`config.mk`:
```
export PLATFORM = sky130hd
export DESIGN_NAME = uart_baud_frame_timer
export DESIGN_NICKNAME = d
export VERILOG_FILES = /design/src/rtl/utm_pkg.sv /design/src/rtl/utm_cfg_regs.sv /design/src/rtl/utm_frame_dec.sv /design/src/rtl/utm_bit_timer.sv /design/src/rtl/utm_char_timer.sv /design/src/rtl/uart_baud_frame_timer.sv
export SDC_FILE = /design/constraint.sdc
export NUM_CORES = 1
export LEC_CHECK = 0
export ABC_AREA = 1
export CAP_MARGIN = 10
export CORE_MARGIN = 4
export CORE_UTILIZATION = 45
export CTS_BUF_LIST = sky130_fd_sc_hd__clkbuf_4 sky130_fd_sc_hd__clkbuf_8
export DETAILED_ROUTE_END_ITERATION = 10
export GPL_TIMING_DRIVEN = 0
export SYNTH_ARGS = -nofsm -noshare
export SYNTH_HDL_FRONTEND = slang
export SYNTH_HIERARCHICAL = 1
export SYNTH_SLANG_ARGS = --single-unit
```
`constraint.sdc`:
```
create_clock -name clk -period 3.5 [get_ports clk]
set_input_delay 0.525 -clock clk [delete_from_list [all_inputs] [get_ports clk]]
set_output_delay 0.525 -clock clk [all_outputs]
set_load 0.01 [all_outputs]
```
`src/rtl/utm_pkg.sv`:
```
package utm_pkg;

    typedef enum logic [1:0] {
        ST_SYNC  = 2'd0,
        ST_UNCFG = 2'd1,
        ST_RUN   = 2'd2
    } utm_state_e;

    localparam logic [1:0] ADDR_FRAME = 2'd0;
    localparam logic [1:0] ADDR_IDIV  = 2'd1;
    localparam logic [1:0] ADDR_FDIV  = 2'd2;

    typedef struct packed {
        logic [3:0] data_bits;
        logic       two_stop;
        logic       par_en;
        logic       par_even;
        logic       par_forced;
        logic       ir;
    } frame_fmt_t;

endpackage

```
`src/rtl/utm_cfg_regs.sv`:
```
module utm_cfg_regs
    import utm_pkg::*;
#(
    parameter int DIV_W  = 16,
    parameter int FRAC_W = 3,
    parameter int WD_W   = 16,
    parameter int FMT_W  = 8
) (
    input  logic              clk,
    input  logic              rst_n,
    input  logic              we,
    input  logic [1:0]        addr,
    input  logic [WD_W-1:0]   wdata,
    output logic [DIV_W-1:0]  div_q,
    output logic [FRAC_W-1:0] frac_q,
    output logic [FMT_W-1:0]  fmt_q,
    output logic              cfg_hit
);

    always_comb begin
        cfg_hit = we && ((addr == ADDR_FRAME) || (addr == ADDR_IDIV) || (addr == ADDR_FDIV));
    end

    always_ff @(posedge clk or negedge rst_n) begin
        if (!rst_n) begin
            div_q  <= '0;
            frac_q <= '0;
            fmt_q  <= '0;
        end else if (we) begin
            unique case (addr)
                ADDR_FRAME: fmt_q  <= wdata[FMT_W-1:0];
                ADDR_IDIV:  div_q  <= wdata[DIV_W-1:0];
                ADDR_FDIV:  frac_q <= wdata[FRAC_W-1:0];
                default:    ;
            endcase
        end
    end

endmodule

```
`src/rtl/utm_frame_dec.sv`:
```
module utm_frame_dec
    import utm_pkg::*;
#(
    parameter int FMT_W   = 8,
    parameter int CHAR_W  = 4,
    parameter int MIN_LEN = 5
) (
    input  logic [FMT_W-1:0]  fmt,
    output frame_fmt_t        dec,
    output logic [CHAR_W-1:0] char_bits
);

    localparam int BIT_LEN_LO = 0;
    localparam int BIT_STOP   = 2;
    localparam int BIT_EVEN   = 3;
    localparam int BIT_FORCE  = 4;
    localparam int BIT_PAR    = 5;
    localparam int BIT_IR     = 6;

    always_comb begin
        dec.data_bits  = 4'(fmt[BIT_LEN_LO +: 2]) + 4'(MIN_LEN);
        dec.two_stop   = fmt[BIT_STOP];
        dec.par_en     = fmt[BIT_PAR];
        dec.par_even   = fmt[BIT_PAR] & fmt[BIT_EVEN];
        dec.par_forced = fmt[BIT_PAR] & fmt[BIT_FORCE];
        dec.ir         = fmt[BIT_IR];
        char_bits      = CHAR_W'(dec.data_bits) + (fmt[BIT_STOP] ? CHAR_W'(2) : CHAR_W'(1))
                         + CHAR_W'(1);
    end

endmodule

```
`src/rtl/utm_bit_timer.sv`:
```
module utm_bit_timer #(
    parameter int DIV_W  = 16,
    parameter int FRAC_W = 3,
    parameter int SUB_N  = 16
) (
    input  logic              clk,
    input  logic              rst_n,
    input  logic              load,
    input  logic              run,
    input  logic [DIV_W-1:0]  div,
    input  logic [FRAC_W-1:0] frac,
    output logic              os_tick,
    output logic              bit_tick
);

    localparam int IDX_W = $clog2(SUB_N);
    localparam int CNT_W = DIV_W + 1;
    localparam logic [IDX_W-1:0] IDX_LAST = IDX_W'(SUB_N - 1);

    logic [CNT_W-1:0] sub_cnt_q;
    logic [IDX_W-1:0] acc_q;
    logic [IDX_W-1:0] idx_q;
    logic [IDX_W:0]   acc_nx;
    logic [CNT_W-1:0] reload_m1;

    always_comb begin
        acc_nx    = {1'b0, acc_q} + (IDX_W + 1)'(frac);
        reload_m1 = CNT_W'(div) + CNT_W'(acc_nx[IDX_W]);
        os_tick   = run && (sub_cnt_q == '0);
        bit_tick  = os_tick && (idx_q == IDX_LAST);
    end

    always_ff @(posedge clk or negedge rst_n) begin
        if (!rst_n) begin
            sub_cnt_q <= '0;
            acc_q     <= '0;
            idx_q     <= '0;
        end else if (load) begin
            sub_cnt_q <= CNT_W'(div);
            acc_q     <= IDX_W'(frac);
            idx_q     <= '0;
        end else if (run) begin
            if (sub_cnt_q == '0) begin
                sub_cnt_q <= reload_m1;
                acc_q     <= acc_nx[IDX_W-1:0];
                idx_q     <= (idx_q == IDX_LAST) ? '0 : idx_q + 1'b1;
            end else begin
                sub_cnt_q <= sub_cnt_q - 1'b1;
            end
        end
    end

endmodule

```
`src/rtl/utm_char_timer.sv`:
```
module utm_char_timer #(
    parameter int CHAR_W   = 4,
    parameter int DEF_CLKS = 25000
) (
    input  logic              clk,
    input  logic              rst_n,
    input  logic              load,
    input  logic              run,
    input  logic              uncfg,
    input  logic              bit_tick,
    input  logic [CHAR_W-1:0] char_bits,
    output logic              char_tick
);

    localparam int DEF_W = $clog2(DEF_CLKS);
    localparam logic [DEF_W-1:0] DEF_M1 = DEF_W'(DEF_CLKS - 1);

    logic [CHAR_W-1:0] bit_cnt_q;
    logic [DEF_W-1:0]  def_cnt_q;
    logic              last_bit;

    always_comb begin
        last_bit  = (bit_cnt_q == char_bits - 1'b1);
        char_tick = (run && bit_tick && last_bit) || (uncfg && (def_cnt_q == '0));
    end

    always_ff @(posedge clk or negedge rst_n) begin
        if (!rst_n) begin
            bit_cnt_q <= '0;
            def_cnt_q <= DEF_M1;
        end else if (load) begin
            bit_cnt_q <= '0;
            def_cnt_q <= DEF_M1;
        end else begin
            if (run && bit_tick) begin
                bit_cnt_q <= last_bit ? '0 : bit_cnt_q + 1'b1;
            end
            if (uncfg) begin
                def_cnt_q <= (def_cnt_q == '0) ? DEF_M1 : def_cnt_q - 1'b1;
            end
        end
    end

endmodule

```
`src/rtl/uart_baud_frame_timer.sv`:
```
module uart_baud_frame_timer
    import utm_pkg::*;
#(
    parameter int DIV_W    = 16,
    parameter int FRAC_W   = 3,
    parameter int SUB_N    = 16,
    parameter int REF_HZ   = 24000000,
    parameter int DEF_BAUD = 9600,
    parameter int DEF_BITS = 10
) (
    input  logic        clk,
    input  logic        rst_n,
    input  logic        cfg_we,
    input  logic [1:0]  cfg_addr,
    input  logic [15:0] cfg_wdata,
    output logic        os_tick,
    output logic        bit_tick,
    output logic        char_tick,
    output logic [3:0]  data_bits,
    output logic        two_stop,
    output logic        parity_en,
    output logic        parity_even,
    output logic        parity_forced,
    output logic        ir_mode
);

    localparam int FMT_W    = 8;
    localparam int CHAR_W   = 4;
    localparam int DEF_CLKS = (REF_HZ / DEF_BAUD) * DEF_BITS;

    logic [DIV_W-1:0]  div_q;
    logic [FRAC_W-1:0] frac_q;
    logic [FMT_W-1:0]  fmt_q;
    logic              cfg_hit;
    frame_fmt_t        fmt_dec;
    logic [CHAR_W-1:0] char_bits;
    utm_state_e        state_q, state_nx;
    logic              st_load, st_run, st_uncfg;

    utm_cfg_regs #(
        .DIV_W (DIV_W),
        .FRAC_W(FRAC_W),
        .WD_W  (16),
        .FMT_W (FMT_W)
    ) u_regs (
        .clk    (clk),
        .rst_n  (rst_n),
        .we     (cfg_we),
        .addr   (cfg_addr),
        .wdata  (cfg_wdata),
        .div_q  (div_q),
        .frac_q (frac_q),
        .fmt_q  (fmt_q),
        .cfg_hit(cfg_hit)
    );

    utm_frame_dec #(
        .FMT_W  (FMT_W),
        .CHAR_W (CHAR_W),
        .MIN_LEN(5)
    ) u_dec (
        .fmt      (fmt_q),
        .dec      (fmt_dec),
        .char_bits(char_bits)
    );

    // Next-state logic
    always_comb begin
        state_nx = state_q;
        unique case (state_q)
            ST_SYNC:  state_nx = (div_q != '0) ? ST_RUN : ST_UNCFG;
            ST_UNCFG: state_nx = ST_UNCFG;
            ST_RUN:   state_nx = ST_RUN;
            default:  state_nx = ST_SYNC;
        endcase
        if (cfg_hit) begin
            state_nx = ST_SYNC;
        end
    end

    // State register
    always_ff @(posedge clk or negedge rst_n) begin
        if (!rst_n) begin
            state_q <= ST_SYNC;
        end else begin
            state_q <= state_nx;
        end
    end

    // State decode to counter controls
    always_comb begin
        st_load  = 1'b0;
        st_run   = 1'b0;
        st_uncfg = 1'b0;
        unique case (state_q)
            ST_SYNC:  st_load  = 1'b1;
            ST_UNCFG: st_uncfg = 1'b1;
            ST_RUN:   st_run   = 1'b1;
            default:  st_load  = 1'b1;
        endcase
    end

    utm_bit_timer #(
        .DIV_W (DIV_W),
        .FRAC_W(FRAC_W),
        .SUB_N (SUB_N)
    ) u_bit (
        .clk     (clk),
        .rst_n   (rst_n),
        .load    (st_load),
        .run     (st_run),
        .div     (div_q),
        .frac    (frac_q),
        .os_tick (os_tick),
        .bit_tick(bit_tick)
    );

    utm_char_timer #(
        .CHAR_W  (CHAR_W),
        .DEF_CLKS(DEF_CLKS)
    ) u_char (
        .clk      (clk),
        .rst_n    (rst_n),
        .load     (st_load),
        .run      (st_run),
        .uncfg    (st_uncfg),
        .bit_tick (bit_tick),
        .char_bits(char_bits),
        .char_tick(char_tick)
    );

    always_comb begin
        data_bits     = fmt_dec.data_bits;
        two_stop      = fmt_dec.two_stop;
        parity_en     = fmt_dec.par_en;
        parity_even   = fmt_dec.par_even;
        parity_forced = fmt_dec.par_forced;
        ir_mode       = fmt_dec.ir;
    end

endmodule

```
# == Word level (Yosys, flattened, before mapping) ==
# Cells that the tools add are included.
# classes
addsub,10
multipliers,0
div_mod_pow,0
magnitude_cmp,0
n_eq_ne,10
shift,0
mux,22
bitwise_logic,2
reduce_logical,19
# ops
op,n
17-bit two-way mux,3
15-bit two-way mux,3
4-bit two-way mux,10
16-bit by 1-bit adder with 17-bit output,1
17-bit zero test,1
17-bit by 1-bit subtractor with 17-bit output (second input constant),1
16-bit nonzero test,1
15-bit zero test,1
15-bit by 1-bit subtractor with 15-bit output (second input constant),1
4-bit by 1-bit adder with 4-bit output (second input constant),3
2-bit by 1-bit inequality test with 1-bit output (second input constant),4
2-bit AND reduction,4
1-bit logical AND,6
2-bit two-way mux,3
2-bit one-hot mux with 3 select lines,1
4-bit by 3-bit adder with 5-bit output,1
2-bit by 3-bit adder with 4-bit output (second input constant),1
4-bit adder,1
2-bit by 1-bit == test with 1-bit output (second input constant),2
2-bit == test (second input constant),2
4-bit == test,1
4-bit == test (second input constant),1
2-bit zero test,2
4-bit by 1-bit subtractor with 4-bit output (second input constant),1
other kinds (4),8
# word_totals
register_bits,72
latch_bits,0
ramBits,0
romBits,0
input_bits,21
output_inout_bits,12
wordCells,72
memories,0

# == Depth between registers and ports, before layout ==
# Gate-level depths: netlist (run 1).
# depth
depth_word,8
mapped_depth,15
ltp_nobuf,15

# == Hierarchy ==
# The synthesis (run 1) kept the hierarchy.
# by_module_without_submodules
module,instances,cells_per_inst,area_each_um2,seq_area_each_um2
utm_bit_timer,1,332,2260.9,625.6
utm_char_timer,1,170,1239.9,485.5
utm_cfg_regs,1,123,1212.4,675.6
uart_baud_frame_timer,1,28,190.2,50.0
utm_frame_dec,1,22,136.4,0.0

# == Worst setup path after synthesis (run 1) ==
# Ideal clock, no wire load.
# synth_timing
path_kind,reg-to-output
startpoint,reg u_regs.fmt_q[0]
endpoint,out char_tick
t_arrival_ns,2.196
required_time_ns,2.975
slack_ns,0.779
stages_incl_launch_ff,10
path_buffers,0
path_cell_list,dfrtp_1 > ha_1 > fa_1 > inv_1 > ha_1 > xor2_1 > nand2_1 > nor2_1 > nand2_1 > o22ai_1
# synth_via
elab_chain_len,7
# synth_rtl
item,line_no,source
"start, declared",utm_cfg_regs.sv:16,"output logic [FMT_W-1:0] fmt_q,"
"start signal, assigned",utm_cfg_regs.sv:31,ADDR_FRAME: fmt_q <= wdata[FMT_W-1:0];
2-bit by 3-bit adder with 4-bit output,utm_frame_dec.sv:21,dec.data_bits = 4'(fmt[BIT_LEN_LO +: 2]) + 4'(MIN_LEN);
via data_bits[1],uart_baud_frame_timer.sv:19,"output logic [3:0] data_bits,"
4-bit adder,utm_frame_dec.sv:27,char_bits = CHAR_W'(dec.data_bits) + (fmt[BIT_STOP] ? CHAR_W'(2) : CHAR_W'(1))
4-bit by 1-bit adder with 4-bit output,utm_frame_dec.sv:28,+ CHAR_W'(1);
via char_bits[1],uart_baud_frame_timer.sv:36,logic [CHAR_W-1:0] char_bits;
4-bit by 1-bit subtractor with 4-bit output,utm_char_timer.sv:23,last_bit = (bit_cnt_q == char_bits - 1'b1);
4-bit == test,utm_char_timer.sv:23,
1-bit logical AND,utm_char_timer.sv:24,char_tick = (run && bit_tick && last_bit) || (uncfg && (def_cnt_q == '0));
1-bit logical OR,utm_char_timer.sv:24,
"end, declared",uart_baud_frame_timer.sv:18,"output logic char_tick,"
# The timed path passes the listed nets, and every way through them passes these cells.

# == Worst setup path in the final report (run 1) ==
# layout_timing
startpoint,reg u_regs.fmt_q[0]
endpoint,out char_tick
# layout_via
elab_chain_len,7
# layout_rtl
item,line_no
2-bit by 3-bit adder with 4-bit output,utm_frame_dec.sv:21
4-bit adder,utm_frame_dec.sv:27
4-bit by 1-bit adder with 4-bit output,utm_frame_dec.sv:28
via char_bits[1],uart_baud_frame_timer.sv:36
4-bit by 1-bit subtractor with 4-bit output,utm_char_timer.sv:23
4-bit == test,utm_char_timer.sv:23
1-bit logical AND,utm_char_timer.sv:24
1-bit logical OR,utm_char_timer.sv:24
# The timed path passes the listed nets, and every way through them passes these cells.

==> results of run 1 <==
==> cell usage in the layout, fill, tap and decap left out, types with 5 or more instances in the layout <==
master	count
ha_1	18
xor2_1	17
nand2_1	202
nor2_2	8
dfrtp_1	64
nand3_1	71
a22oi_1	15
nor2_1	67
o21ai_1	7
a21oi_1	12
clkbuf_8	13
xnor2_1	9
inv_2	9
nand4_1	22
nor2_4	8
nand2_2	16
dfstp_2	8
inv_1	53
nor3_1	6
buf_4	6
buf_6	5
buf_2	5
o21ai_0	7
clkdlybuf4s50_1	29
==> worst register-to-register path: cells and delay by family (launching register included) <==
kind                     cells  cell delay (ns)
flip-flops                   1             0.40
AND/OR/NAND/NOR              7             0.72
AO/OA/AOI/OAI                1             0.13
buffers and inverters        2             0.12
adder cells (fa/ha/maj)      4             1.04
==> flip-flops by register name, summed over array words and instances (netlist names) <==
register	count
state_q	2
u_bit/acc_q	4
u_bit/idx_q	4
u_bit/sub_cnt_q	17
u_char/bit_cnt_q	4
u_char/def_cnt_q	15
u_regs/div_q	16
u_regs/fmt_q	7
u_regs/frac_q	3
==> area by class of cell <==
type	instances	area (um^2)	share of cell area, %
clock buffer	13	179	3.11
timing repair buffer	32	327	5.69
buffer	17	138	2.40
clock inverter	3	46.3	0.806
multi-input combinational	517	2820	49.0
inverter	65	251	4.38
sequential	72	1810	31.5
tap	140	175	3.05
==> power by group <==
group	total, mW	switching (mW)	internal (mW)
combinational	1.05	0.627	0.428
clock	0.741	0.332	0.410
sequential	1.17	0.204	0.967
total	2.97	1.16	1.80
==> routing by layer <==
metal  global-route usage [%]  vias up  part of all wire, %
met5                        0        -                    0
met4                     8.25        0                  2.1
met3                     3.34       17                  4.4
met2                     32.2       85                   46
met1                     26.9     2015                   48
li1                         -     2260                    -
==> what timing repair did <==
action                                  CTS  global route
gates resized for setup                   1             2
endpoints found under the setup margin    1             1
hold buffers                              0             0
==> stage by stage <==
stage          total power [mW]  cell area, um^2  TNS, ns  std cells
2_1_floorplan              1.94             5000        0        671
3_3_place_gp               2.21             5490   -48.64        842
3_5_place_dp               2.23             5510        0        843
4_1_cts                    3.00             5730        0        859
5_1_grt                    3.24             5740        0        859
6_report                   2.97             5740        0        859
==> worst max path at each step <==
stage,from,to
after floorplan,u_regs/fmt_q[0],char_tick
after global placement,rst_n,u_char/bit_cnt_q[2]
after detailed placement,u_regs/fmt_q[0],char_tick
after CTS,u_regs/fmt_q[0],char_tick
after global routing,u_regs/fmt_q[0],char_tick
final,u_regs/fmt_q[0],char_tick
==> flow_metrics.tcl, run 1 <==
set metrics [dict create \
    dieWidth_um 113 \
    drcViolationCount 0 \
    r2r-start "u_regs/frac_q[0]" \
    clock_latency_ns 0.37 \
    yosys_warnings 6 \
    cts.clk_slew.worst_paths_ns 0.08 \
    drt_wl_total_um 11700 \
    cts_setup_buffers 0 \
    postRouteAntennaNets 0 \
    worst_slack_ns 0.206 \
    grt-ovfl-total 0 \
    startpoint_type "register" \
    status "complete, no violations" \
    r2r_end "u_bit/sub_cnt_q[16]" \
    start_util_pct 46.1 \
    cts_root_buffer "clkbuf_8" \
    worst_pin_slew_ns 0.599 \
    cp_data_required_time_ns 2.97 \
    via_count 4377 \
    die-area_um2 12900 \
    worstPathCellList "ha_4, fa_1, inv_1, ha_1, xor2_1, nand2_1, nor2_1, nand2_2, o22ai_1, dlygate4sd2_1" \
    clock-sinks 72 \
    crit_slowest_cell "fa_1" \
    hold_path.class "input port to asynchronous set/reset pin" \
    diodes 0 \
    crit_path_max_fanout 5 \
    grt_pass1_vias 4390 \
    layout.nets 756 \
    cp.arrival_ns 2.77 \
    numCtsBuffers 9 \
    vias_per_cell 5.10 \
    ir_drop_v 0.000245 \
    path_depth 10 \
    endpoint_kind "output pin" \
    syn_area_um2 5000 \
    io_buffers 31 \
    finClkSkew_ns 0.00922 \
    max_cap_violations 0 \
    area_growth_pct 14.8 \
    syn_inst 671 \
    period_share_pct 94.1 \
    place.gp.congestion 0.878 \
    rrSetupSlack_ns 0.97 \
    cts-htree-levels 3 \
    synth.avg_cell_area_um2 7.45 \
    drt_iter0_markers 269 \
    io_pins 33 \
    cts_buffer_depth 2 \
    p_leak_nw 2.80 \
    critPathKind "register to output pin" \
    antenna_found_initial 0 \
    cts_tree "yes" \
    num_rows 38 \
    fmax_mhz 304 \
    period_needed_ns 3.29 \
    rsz0062_at_grt "false" \
    n_fill_cell 1052 \
    grt_use_total_pct 20.0 \
    drt_first_pass_iters 5 \
    core-area_um2 10800 \
    hold_slack_ns 0.0948 \
    fp.dieH_um 113 \
    wl_per_cell_um 13.6 \
    slowest_delay_ns 0.50 \
    finalSetupViolCount 0 \
    post-dp-hpwl_um 8920 \
    synth_nets 713 \
    grt_pass1_wl_um 20800 \
    drv_slew 0 \
    fin_util_pct 53.0 \
    r2r_cells 14 \
    hold_viol_final 0 \
    grt_max_degree 40 \
    path_buf_inv 2 \
    power_per_cell_area_nw_per_um2 516 \
    crit_family "adder cells" \
    preCtsSetupSlack_ns 0.200 \
    maxSlewHeadroom_pct 59.9 \
    layout-drive-gt1-share_pct 13.9 \
]
(Power assumes the default switching activity.)
==> inputs of run 2 (changes only) <==
--- a/config.mk
+++ b/config.mk
@@ -7,5 +7,4 @@
 export LEC_CHECK = 0
 export ABC_AREA = 1
-export CAP_MARGIN = 10
 export CORE_MARGIN = 4
 export CORE_UTILIZATION = 45
==> constraint.sdc (replaced) <==
create_clock -name clk -period 3.5 [get_ports clk]
set_input_delay 0.7 -clock clk [delete_from_list [all_inputs] [get_ports clk]]
set_output_delay 0.7 -clock clk [all_outputs]
set_load 0.01 [all_outputs]
==> flow_metrics.tcl, run 2 (same netlist as run 1, synthesis figures left out) <==
set metrics [dict create \
    crit_start "u_regs/fmt_q[0]" \
    drt_wl_total_um 11700 \
    drt_iter0_markers 234 \
    rrSetupSlack_ns 0.97 \
    diodes 0 \
    p_leak_nw 2.80 \
    place.gp.congestion 0.878 \
    num_rows 38 \
    cts_buffer_depth 2 \
    drv_slew 0 \
    ir_drop_v 0.000245 \
    crit_path_max_fanout 5 \
    grt-ovfl-total 0 \
    post-dp-hpwl_um 8920 \
    finalPower_mw 2.97 \
    worst_pin_slew_ns 0.588 \
    n_fill_cell 1049 \
    fin_area_um2 5750 \
    largest_registers "u_bit/sub_cnt_q x17, u_regs/div_q x16, u_char/def_cnt_q x15" \
    dieWidth_um 113 \
    grt_use_total_pct 20.1 \
    fp.dieH_um 113 \
    clock-sinks 72 \
    power_per_cell_area_nw_per_um2 517 \
    critPathKind "register to output pin" \
    post_dp_cell_area_um2 5510 \
    top_register "u_bit/sub_cnt_q" \
    rsz0062_at_grt "false" \
    cts_root_buffer "clkbuf_8" \
    maxSlewHeadroom_pct 60.6 \
    r2r_end "u_bit/sub_cnt_q[16]" \
    core-area_um2 10800 \
    layout_commonest_cell "nand2_1" \
    start_util_pct 46.1 \
    final_cell_mix "nand2_1, nand3_1, nor2_1" \
    status "complete, no violations" \
    postRouteAntennaNets 0 \
    cts_hold_repair.buffers 0 \
    largest_reg_flops 17 \
    setup_tns_ns 0 \
    wl_per_cell_um 13.6 \
    period_needed_ns 3.32 \
    drcViolationCount 0 \
    cp.arrival_ns 2.62 \
    clock_latency_ns 0.37 \
    r2r_cells 14 \
    crit_slowest_cell "fa_1" \
    io_buffers 31 \
    via_count 4384 \
    layout.nets 757 \
    fmax_mhz 301 \
    antenna_found_initial 0 \
    io_pins 33 \
    cts_tree "yes" \
    cp_data_required_time_ns 2.80 \
    hold_viol_final 0 \
    die-area_um2 12900 \
    cts.clk_slew.worst_paths_ns 0.08 \
    max_cap_violations 0 \
    slowest_delay_ns 0.50 \
    hold_slack_ns 0.270 \
    worstPathCellList "ha_4, fa_1, inv_1, ha_1, xor2_1, nand2_1, nor2_1, nand2_2, o22ai_1, clkbuf_2" \
    grt_pass1_vias 4391 \
    r2r-start "u_regs/frac_q[0]" \
    hold_path.class "input port to asynchronous set/reset pin" \
    grt_pass1_wl_um 20900 \
    finClkSkew_ns 0.0103 \
    startpoint_type "register" \
    area_growth_pct 14.9 \
    vias_per_cell 5.10 \
    endpoint_kind "output pin" \
    finalSetupViolCount 0 \
    layout-drive-gt1-share_pct 14.3 \
    fin_util_pct 53.0 \
    numCtsBuffers 9 \
    cts-htree-levels 3 \
    grt_max_degree 40 \
    drt_first_pass_iters 5 \
    period_share_pct 94.9 \
]
## run 2: cell types whose count changed in the layout (fill, tap and decap cells not counted)
cell	previous run	this run
dfrtp_1	64	63
dlygate4sd2_1	1	0
clkbuf_2	0	1
dfrtp_2	0	1
buf_4	6	7
## run 2: critical path, delay by kind of cell (launching register included)
family	cells	cell delay, ns
buffers and inverters	2	0.20
DFF	1	0.44
and+or+nand+nor	3	0.30
adders and majority gates	3	1.04
AOI/OAI and AO/OA	1	0.12
xor gates and xnor gates	1	0.15
## run 2: per-layer routing
layer | up-vias | track usage (%) | share of wire, %
met5 | - | 0 | 0
met4 | 0 | 8.17 | 2.1
met3 | 17 | 3.34 | 4.5
met2 | 88 | 32.4 | 46
met1 | 2020 | 26.9 | 48
li1 | 2259 | - | -
## run 2: through the flow
| step | setup slack, ns | std cells |
|---|---|---|
| 2_1_floorplan | 0.604 | 671 |
| 3_3_place_gp | -0.939 | 842 |
| 3_5_place_dp | 0.0248 | 843 |
| 4_1_cts | 0.0168 | 859 |
| 5_1_grt | 0.00604 | 860 |
| 6_report | 0.178 | 860 |
## run 2: cell type report
cell class / count / area, um^2 / area share (%)
plain buffers: 17 / 138 / 2.39
clock buffers: 13 / 179 / 3.11
clock inverters: 3 / 46.3 / 0.805
inverters: 65 / 251 / 4.37
multi-input cells: 517 / 2820 / 49.0
flip-flops and latches: 72 / 1810 / 31.5
well taps: 140 / 175 / 3.05
repair buffers: 33 / 330 / 5.75
## run 2: what timing repair did
action,in CTS,in global routing
setup buffers,0,1
endpoints found under the setup margin,1,1
resized for setup,5,1
## run 2: report_power, final
part | internal (mW) | switching [mW]
clock network | 0.410 | 0.330
logic | 0.430 | 0.628
registers | 0.968 | 0.204
## run 2: worst max-delay path by stage
stage	end	slack, ns	cells after the start
6_report	char_tick	0.18	10
5_1_grt	char_tick	0.006	10
4_1_cts	char_tick	0.02	10
3_5_place_dp	char_tick	0.02	10
3_3_place_gp	u_char/bit_cnt_q[2]	-0.94	1
2_1_floorplan	char_tick	0.60	9
